**config.mk**
```make
export PLATFORM = sky130hd
export DESIGN_NAME = dtree_classifier
export DESIGN_NICKNAME = d
export VERILOG_FILES = /design/src/rtl/dtc_pkg.sv /design/src/rtl/dtc_range_stage.sv /design/src/rtl/dtc_decision_stage.sv /design/src/rtl/dtree_classifier.sv
export SDC_FILE = /design/constraint.sdc
export NUM_CORES = 2
export LEC_CHECK = 0
export ABC_AREA = 1
export BUFFER_PORTS_ARGS = -buffer_cell sky130_fd_sc_hd__buf_2
export CAP_MARGIN = 20
export CORE_MARGIN = 2
export CORE_UTILIZATION = 25
export CTS_CLUSTER_SIZE = 28
export DETAILED_ROUTE_END_ITERATION = 6
export GPL_ROUTABILITY_DRIVEN = 1
export MAX_ROUTING_LAYER = met4
export PLACE_DENSITY_LB_ADDON = 0.25
export REMOVE_ABC_BUFFERS = 1
export SYNTH_ARGS = -nofsm -noshare
export SYNTH_HDL_FRONTEND = slang
export SYNTH_SLANG_ARGS = --single-unit
```
**constraint.sdc**
```tcl
create_clock -name clk -period 12.2 [get_ports clk]
set_input_delay 3.05 -clock clk [delete_from_list [all_inputs] [get_ports clk]]
set_output_delay 3.05 -clock clk [all_outputs]
set_load 0.03 [all_outputs]
```
**src/rtl/dtc_pkg.sv**
```systemverilog
package dtc_pkg;

  localparam int DTC_NUM_FEAT    = 5;
  localparam int DTC_FEAT_W      = 16;
  localparam int DTC_RANGE_DEPTH = 8;
  localparam int DTC_CODE_W      = 3;
  localparam int DTC_DEC_DEPTH   = 32;
  localparam int DTC_CLASS_W     = 3;

  function automatic int dtc_max(input int a, input int b);
    return (a > b) ? a : b;
  endfunction

endpackage

```
**src/rtl/dtc_range_stage.sv**
```systemverilog
module dtc_range_stage
  import dtc_pkg::*;
#(
  parameter int FEAT_W = DTC_FEAT_W,
  parameter int DEPTH  = DTC_RANGE_DEPTH,
  parameter int CODE_W = DTC_CODE_W,
  parameter int IDX_W  = 5,
  localparam int RIDX_W = (DEPTH > 1) ? $clog2(DEPTH) : 1,
  localparam logic [CODE_W-1:0] MISS_CODE = '1
) (
  input  logic              clk,
  input  logic              rst,
  input  logic              wr_en,
  input  logic [IDX_W-1:0]  wr_idx,
  input  logic [FEAT_W-1:0] wr_lo,
  input  logic [FEAT_W-1:0] wr_hi,
  input  logic [CODE_W-1:0] wr_code,
  input  logic              wr_valid,
  input  logic [FEAT_W-1:0] feat,
  output logic [CODE_W-1:0] code_q
);

  logic [FEAT_W-1:0] lo_mem   [DEPTH];
  logic [FEAT_W-1:0] hi_mem   [DEPTH];
  logic [CODE_W-1:0] code_mem [DEPTH];
  logic [DEPTH-1:0]  ent_v;
  logic [DEPTH-1:0]  hit_vec;
  logic [CODE_W-1:0] sel_code;
  logic              idx_ok;

  assign idx_ok = (32'(wr_idx) < DEPTH);

  // entry storage: written one entry at a time from the config port
  always_ff @(posedge clk) begin
    if (rst) begin
      ent_v <= '0;
      for (int i = 0; i < DEPTH; i++) begin
        lo_mem[i]   <= '0;
        hi_mem[i]   <= '0;
        code_mem[i] <= '0;
      end
    end else if (wr_en && idx_ok) begin
      lo_mem[wr_idx[RIDX_W-1:0]]   <= wr_lo;
      hi_mem[wr_idx[RIDX_W-1:0]]   <= wr_hi;
      code_mem[wr_idx[RIDX_W-1:0]] <= wr_code;
      ent_v[wr_idx[RIDX_W-1:0]]    <= wr_valid;
    end
  end

  // every entry compared in parallel, inclusive bounds
  genvar g;
  generate
    for (g = 0; g < DEPTH; g++) begin : g_cmp
      assign hit_vec[g] = ent_v[g] && (feat >= lo_mem[g]) && (feat <= hi_mem[g]);
    end
  endgenerate

  // priority: lowest index wins, scan from the top so low indices override
  always_comb begin
    sel_code = MISS_CODE;
    for (int i = DEPTH - 1; i >= 0; i--) begin
      if (hit_vec[i]) sel_code = code_mem[i];
    end
  end

  always_ff @(posedge clk) begin
    if (rst) code_q <= MISS_CODE;
    else     code_q <= sel_code;
  end

  // a code other than the miss code needs some valid entry in the table it came from
  assert_code_needs_entry_R4: assert property (@(posedge clk) disable iff (rst)
    (code_q != MISS_CODE) |-> $past(|ent_v));

  // a hit registered on this edge must come from a valid entry
  assert_hit_from_valid_R2: assert property (@(posedge clk) disable iff (rst)
    (hit_vec & ~ent_v) == '0);

endmodule

```
**src/rtl/dtc_decision_stage.sv**
```systemverilog
module dtc_decision_stage
  import dtc_pkg::*;
#(
  parameter int KEY_W   = DTC_NUM_FEAT * DTC_CODE_W,
  parameter int DEPTH   = DTC_DEC_DEPTH,
  parameter int CLASS_W = DTC_CLASS_W,
  parameter int IDX_W   = 5,
  localparam int DIDX_W = (DEPTH > 1) ? $clog2(DEPTH) : 1
) (
  input  logic               clk,
  input  logic               rst,
  input  logic               wr_en,
  input  logic [IDX_W-1:0]   wr_idx,
  input  logic [KEY_W-1:0]   wr_key,
  input  logic [CLASS_W-1:0] wr_class,
  input  logic               wr_valid,
  input  logic               def_we,
  input  logic [CLASS_W-1:0] def_class,
  input  logic [KEY_W-1:0]   key,
  input  logic               key_valid,
  output logic               res_valid,
  output logic [CLASS_W-1:0] res_class
);

  // writes are held one cycle so that a vector already past the range
  // stage still decodes against the table it was matched with
  logic               pend_we;
  logic [DIDX_W-1:0]  pend_idx;
  logic [KEY_W-1:0]   pend_key;
  logic [CLASS_W-1:0] pend_class;
  logic               pend_valid;
  logic               pend_def_we;
  logic [CLASS_W-1:0] pend_def;

  logic [KEY_W-1:0]   key_mem [DEPTH];
  logic [CLASS_W-1:0] cls_mem [DEPTH];
  logic [DEPTH-1:0]   ent_v;
  logic [CLASS_W-1:0] def_q;
  logic [DEPTH-1:0]   hit_vec;
  logic [CLASS_W-1:0] sel_class;

  always_ff @(posedge clk) begin
    if (rst) begin
      pend_we     <= 1'b0;
      pend_idx    <= '0;
      pend_key    <= '0;
      pend_class  <= '0;
      pend_valid  <= 1'b0;
      pend_def_we <= 1'b0;
      pend_def    <= '0;
    end else begin
      pend_we     <= wr_en && (32'(wr_idx) < DEPTH);
      pend_idx    <= wr_idx[DIDX_W-1:0];
      pend_key    <= wr_key;
      pend_class  <= wr_class;
      pend_valid  <= wr_valid;
      pend_def_we <= def_we;
      pend_def    <= def_class;
    end
  end

  always_ff @(posedge clk) begin
    if (rst) begin
      ent_v <= '0;
      def_q <= '0;
      for (int i = 0; i < DEPTH; i++) begin
        key_mem[i] <= '0;
        cls_mem[i] <= '0;
      end
    end else begin
      if (pend_we) begin
        key_mem[pend_idx] <= pend_key;
        cls_mem[pend_idx] <= pend_class;
        ent_v[pend_idx]   <= pend_valid;
      end
      if (pend_def_we) def_q <= pend_def;
    end
  end

  genvar g;
  generate
    for (g = 0; g < DEPTH; g++) begin : g_cmp
      assign hit_vec[g] = ent_v[g] && (key_mem[g] == key);
    end
  endgenerate

  always_comb begin
    sel_class = def_q;
    for (int i = DEPTH - 1; i >= 0; i--) begin
      if (hit_vec[i]) sel_class = cls_mem[i];
    end
  end

  always_ff @(posedge clk) begin
    if (rst) begin
      res_valid <= 1'b0;
      res_class <= '0;
    end else begin
      res_valid <= key_valid;
      if (key_valid) res_class <= sel_class;
    end
  end

  // a result that differs from the default needs a valid decision entry
  assert_class_needs_entry_R6: assert property (@(posedge clk) disable iff (rst)
    (res_valid && $past(key_valid) && (res_class != $past(def_q))) |-> $past(|ent_v));

  // a held write always lands on the edge after it was captured
  assert_write_lands_R8: assert property (@(posedge clk) disable iff (rst)
    pend_we |=> (ent_v[$past(pend_idx)] == $past(pend_valid)));

endmodule

```
**src/rtl/dtree_classifier.sv**
```systemverilog
module dtree_classifier
  import dtc_pkg::*;
#(
  parameter int NUM_FEAT    = DTC_NUM_FEAT,
  parameter int FEAT_W      = DTC_FEAT_W,
  parameter int RANGE_DEPTH = DTC_RANGE_DEPTH,
  parameter int CODE_W      = DTC_CODE_W,
  parameter int DEC_DEPTH   = DTC_DEC_DEPTH,
  parameter int CLASS_W     = DTC_CLASS_W,
  localparam int KEY_W      = NUM_FEAT * CODE_W,
  localparam int TBL_W      = $clog2(NUM_FEAT + 2),
  localparam int IDX_W      = dtc_max($clog2(RANGE_DEPTH), $clog2(DEC_DEPTH)),
  localparam int RNG_DATA_W = 2 * FEAT_W + CODE_W + 1,
  localparam int DEC_DATA_W = KEY_W + CLASS_W + 1,
  localparam int WDATA_W    = dtc_max(RNG_DATA_W, DEC_DATA_W)
) (
  input  logic                       clk,
  input  logic                       rst,
  input  logic                       in_valid,
  input  logic [NUM_FEAT*FEAT_W-1:0] in_feat,
  input  logic                       cfg_we,
  input  logic [TBL_W-1:0]           cfg_table,
  input  logic [IDX_W-1:0]           cfg_index,
  input  logic [WDATA_W-1:0]         cfg_wdata,
  output logic                       out_valid,
  output logic [CLASS_W-1:0]         out_class
);

  localparam logic [TBL_W-1:0] TBL_DEC = TBL_W'(NUM_FEAT);
  localparam logic [TBL_W-1:0] TBL_DEF = TBL_W'(NUM_FEAT + 1);

  logic [KEY_W-1:0] key_bus;
  logic             key_valid;

  // range write fields
  logic [FEAT_W-1:0] w_lo, w_hi;
  logic [CODE_W-1:0] w_code;
  logic              w_rvalid;

  assign w_lo     = cfg_wdata[FEAT_W-1:0];
  assign w_hi     = cfg_wdata[2*FEAT_W-1:FEAT_W];
  assign w_code   = cfg_wdata[2*FEAT_W+CODE_W-1:2*FEAT_W];
  assign w_rvalid = cfg_wdata[2*FEAT_W+CODE_W];

  genvar f;
  generate
    for (f = 0; f < NUM_FEAT; f++) begin : g_feat
      logic sel;
      assign sel = cfg_we && (cfg_table == TBL_W'(f));
      dtc_range_stage #(
        .FEAT_W (FEAT_W),
        .DEPTH  (RANGE_DEPTH),
        .CODE_W (CODE_W),
        .IDX_W  (IDX_W)
      ) u_range (
        .clk      (clk),
        .rst      (rst),
        .wr_en    (sel),
        .wr_idx   (cfg_index),
        .wr_lo    (w_lo),
        .wr_hi    (w_hi),
        .wr_code  (w_code),
        .wr_valid (w_rvalid),
        .feat     (in_feat[f*FEAT_W +: FEAT_W]),
        .code_q   (key_bus[f*CODE_W +: CODE_W])
      );
    end
  endgenerate

  always_ff @(posedge clk) begin
    if (rst) key_valid <= 1'b0;
    else     key_valid <= in_valid;
  end

  dtc_decision_stage #(
    .KEY_W   (KEY_W),
    .DEPTH   (DEC_DEPTH),
    .CLASS_W (CLASS_W),
    .IDX_W   (IDX_W)
  ) u_decide (
    .clk       (clk),
    .rst       (rst),
    .wr_en     (cfg_we && (cfg_table == TBL_DEC)),
    .wr_idx    (cfg_index),
    .wr_key    (cfg_wdata[KEY_W-1:0]),
    .wr_class  (cfg_wdata[KEY_W+CLASS_W-1:KEY_W]),
    .wr_valid  (cfg_wdata[KEY_W+CLASS_W]),
    .def_we    (cfg_we && (cfg_table == TBL_DEF)),
    .def_class (cfg_wdata[CLASS_W-1:0]),
    .key       (key_bus),
    .key_valid (key_valid),
    .res_valid (out_valid),
    .res_class (out_class)
  );

  assert_latency_R1: assert property (@(posedge clk) disable iff (rst)
    in_valid |=> ##1 out_valid);

  assert_no_spurious_R1: assert property (@(posedge clk) disable iff (rst)
    !in_valid |=> ##1 !out_valid);

  assert_cfg_target_R7: assert property (@(posedge clk) disable iff (rst)
    cfg_we |-> (cfg_table <= TBL_DEF));

endmodule

```
==> flow_summary.toml <==
[run_status]
status = "complete, no violations"

[synthesis]
synth_seq_area_share_pct = 54.7
synth_top_flop_cell = "edfxtp_1"
synth_edf_count = 1976
synthTopCellsByArea = "edfxtp_1 53%, ha_1 14%, nor2_1 7.7%"
syn-cell-area_sq_um = 113000
syn_inst = 11100
yosysUniqueCellTypes = 64
yosys.area.top_type = "edfxtp_1"
synth_top_area_share_pct = 52.6
synth-seq-cells = 2097
avgSynthCellArea_sq_um = 10.2
async_reset_ff_share_pct = 0
yosys_warnings = 0

[route]
drtAntennaViolNets = 0
routed_wl_mm = 368
num_vias = 78400
drt_iter0_drc = 5531
viasPerCell = 4.52
dr.pass1.iters = 6
drc = 0
wire_per_inst_um = 21.2

[power_and_ir_drop]
finalPower_mw = 17.5
ir_worst_vdd_uv = 110
power_leakage_nw = 53.1
power_density_nw_per_um2 = 136

[setup_path]
cp.arrival_ns = 7.02
critical_path_required_ns = 12.79
crit_start = "cfg_index[4]"
r2r-start = "g_feat[2].u_range.code_q[0]"
r2r_slack_ns = 6.10
startpoint_type = "input port"
rr_worst_depth = 40
r2r_end = "u_decide.res_class[2]"
crit_fanout = 24
critPathSlowestCell = "nor3_1"
crit_path_end_kind = "register"
critPathKind = "input port to register"
path_cells = "buf_2 > inv_1 > nand2_1 > nor2_1 > nand2_1 > nor3_1 > inv_1 > nor2_1 > inv_1 > nand2_1 > buf_4"
crit_path_max_incr_delay_ns = 0.81

[sta]
finClkSkew_ns = 0.0431
drv_slew = 0
setup_tns_ns = 0
setup_viol = 0
rsz0062_at_grt = "no"
hold_viol = 0
relSlewSlack_pct = 24.0
post-route-min-period_ns = 6.44
setup_ws_ns = 5.76
fin_crit_sh_pct = 52.7
worst_pin_slew_ns = 1.13
clock.fmax_mhz = 155
whs_ns = 0.448

[place]
port_buffers = 131
placed_cells = 16900
gp_congestion = 0.795
dp_hpwl_mm = 216
dp_slack_ns = 5.05
post_dp_cell_area_sq_um = 120000

[worst_hold_path]
min_delay_path_depth = 2
hp-start = "g_feat[3].u_range.code_mem[0][2]"
holdCritPathClass = "register to register"
holdPathEnd = "g_feat[3].u_range.code_q[2]"

[clocking]
clock-root-buffer = "clkbuf_16"
numClockSinks = 2097
cts.path.max_buffers = 4
post-cts-setup-buffer-count = 0
htree_levels = 5
cts_buffers = 263
cts_resized = 0
ctsHoldBuffers = 0
insertion_delay_ns = 0.90
cts_tree = "done"
path_clk_slew_ns = 0.06

[die]
die_area_sq_um = 457000
initial_core_util_pct = 25.1
die_x_um = 676
ios = 132
core-area_sq_um = 449000
rows = 246
die_height_um = 676

[global_routing]
grt.overflow.total = 0
grt_max_degree = 83
grt_pass1_vias = 76100
antenna_found_initial = 27
grt_pass1_wl_mm = 532
track_usage_pct = 16.4

[final_layout]
post-route-util_pct = 28.6
nNetsFinal = 12600
multiInputGateArea_sq_um = 42900
final_cells = 17300
n_fill_cell = 47000
drive_gt1_share_pct = 7.48
finalInstanceArea_sq_um = 129000
final_cell_mix = "2311 x nor2_1, 1976 x edfxtp_1, 1609 x inv_1"
regArea_sq_um = 61800
final_common_cell = "nor2_1"
area_delta_synth_final_pct = 13.9

[run]
cap_violations = 0
where the power goes:
group          internal (mW)  total [mW]  switching [mW]
combinational          0.493        1.63            1.14
sequential              8.16        8.24          0.0892
clock                   4.33        7.61            3.28
area by class of cell:
| type | instances | share of cell area, % |
|---|---|---|
| Sequential cell | 2097 | 48.0 |
| Multi-Input combinational cell | 6836 | 33.3 |
| Tap cell | 5952 | 5.79 |
| Clock buffer | 362 | 5.65 |
| Inverter | 1678 | 4.93 |
| Timing Repair Buffer | 302 | 1.52 |
| Clock inverter | 112 | 0.735 |
| Antenna cell | 7 | 0.0136 |
critical path, delay by kind of cell:
family | cells | cell delay, ns
buffers and inverters | 5 | 1.76
and+or+nand+nor | 6 | 2.17
routing by layer:
| metal | vias to the layer above | part of all wire (%) | wire (um) | GRT usage, % |
|---|---|---|---|---|
| met3 | 494 | 4.1 | 15000 | 1.82 |
| met5 | - | 0 | 0 | - |
| met1 | 38600 | 46 | 168000 | 21.2 |
| met4 | 0 | 2.4 | 8990 | 3.91 |
| met2 | 1544 | 48 | 177000 | 27.4 |
| li1 | 37700 | - | - | - |
synthesized netlist by cell type, types with 5 or more instances:
master	count
edfxtp_1	1976
o2111ai_1	43
clkbuf_1	415
o211ai_1	42
nor3b_1	5
a21o_1	25
a211oi_1	46
nor4_1	35
a32o_1	14
ha_1	1280
xnor2_1	99
o21ai_0	268
a21boi_0	52
mux2i_1	6
a31oi_1	5
inv_1	1666
buf_2	26
o22ai_1	40
dfxtp_1	121
buf_6	12
a221oi_1	22
o21a_1	165
nand4_1	180
xor2_1	129
buf_1	21
buf_4	6
or2_2	80
o21bai_1	16
or2_1	11
o221a_2	5
o21ai_1	8
o31a_1	6
o221ai_1	69
a2111oi_0	16
a21oi_1	448
nand2_1	911
inv_2	11
nor2_2	6
nor3_1	101
nand3b_1	9
nand3_1	344
nand2b_1	6
nor2_1	2311
state kept, by name, indices dropped and copies added (netlist names), 5 cells and up:
name	flops
g_feat.u_range.hi_mem	640
g_feat.u_range.lo_mem	640
u_decide.key_mem	480
g_feat.u_range.code_mem	120
u_decide.cls_mem	96
g_feat.u_range.ent_v	40
u_decide.ent_v	32
g_feat.u_range.code_q	15
u_decide.pend_key	13
u_decide.pend_idx	5
cell families (layout without fill, tap and decap cells):
logic type	Yosys count	after routing	synth area share (%)
other cells	0	7	0
mux	6	6	0.0532
buf+inv	2158	2454	7.30
compound gates	1311	1311	7.34
simple gates	4011	4011	14.7
flops	2097	2097	54.7
xor+xnor	228	228	1.77
fa+ha+maj	1280	1280	14.2
worst max path at each step:
| stage | endpoint | slack, ns | cells after the start |
|---|---|---|---|
| floorplan | u_decide.cls_mem[21][0] | 5.40 | 3 |
| global placement | g_feat[0].u_range.lo_mem[6][2] | 5.04 | 11 |
| detailed placement | g_feat[0].u_range.lo_mem[6][2] | 5.05 | 11 |
| CTS | g_feat[0].u_range.lo_mem[6][3] | 6.04 | 11 |
| global route | g_feat[4].u_range.code_q[1] | 5.62 | 25 |
| finish | g_feat[0].u_range.lo_mem[6][3] | 5.76 | 11 |
Power figures use the tool's default switching activity.
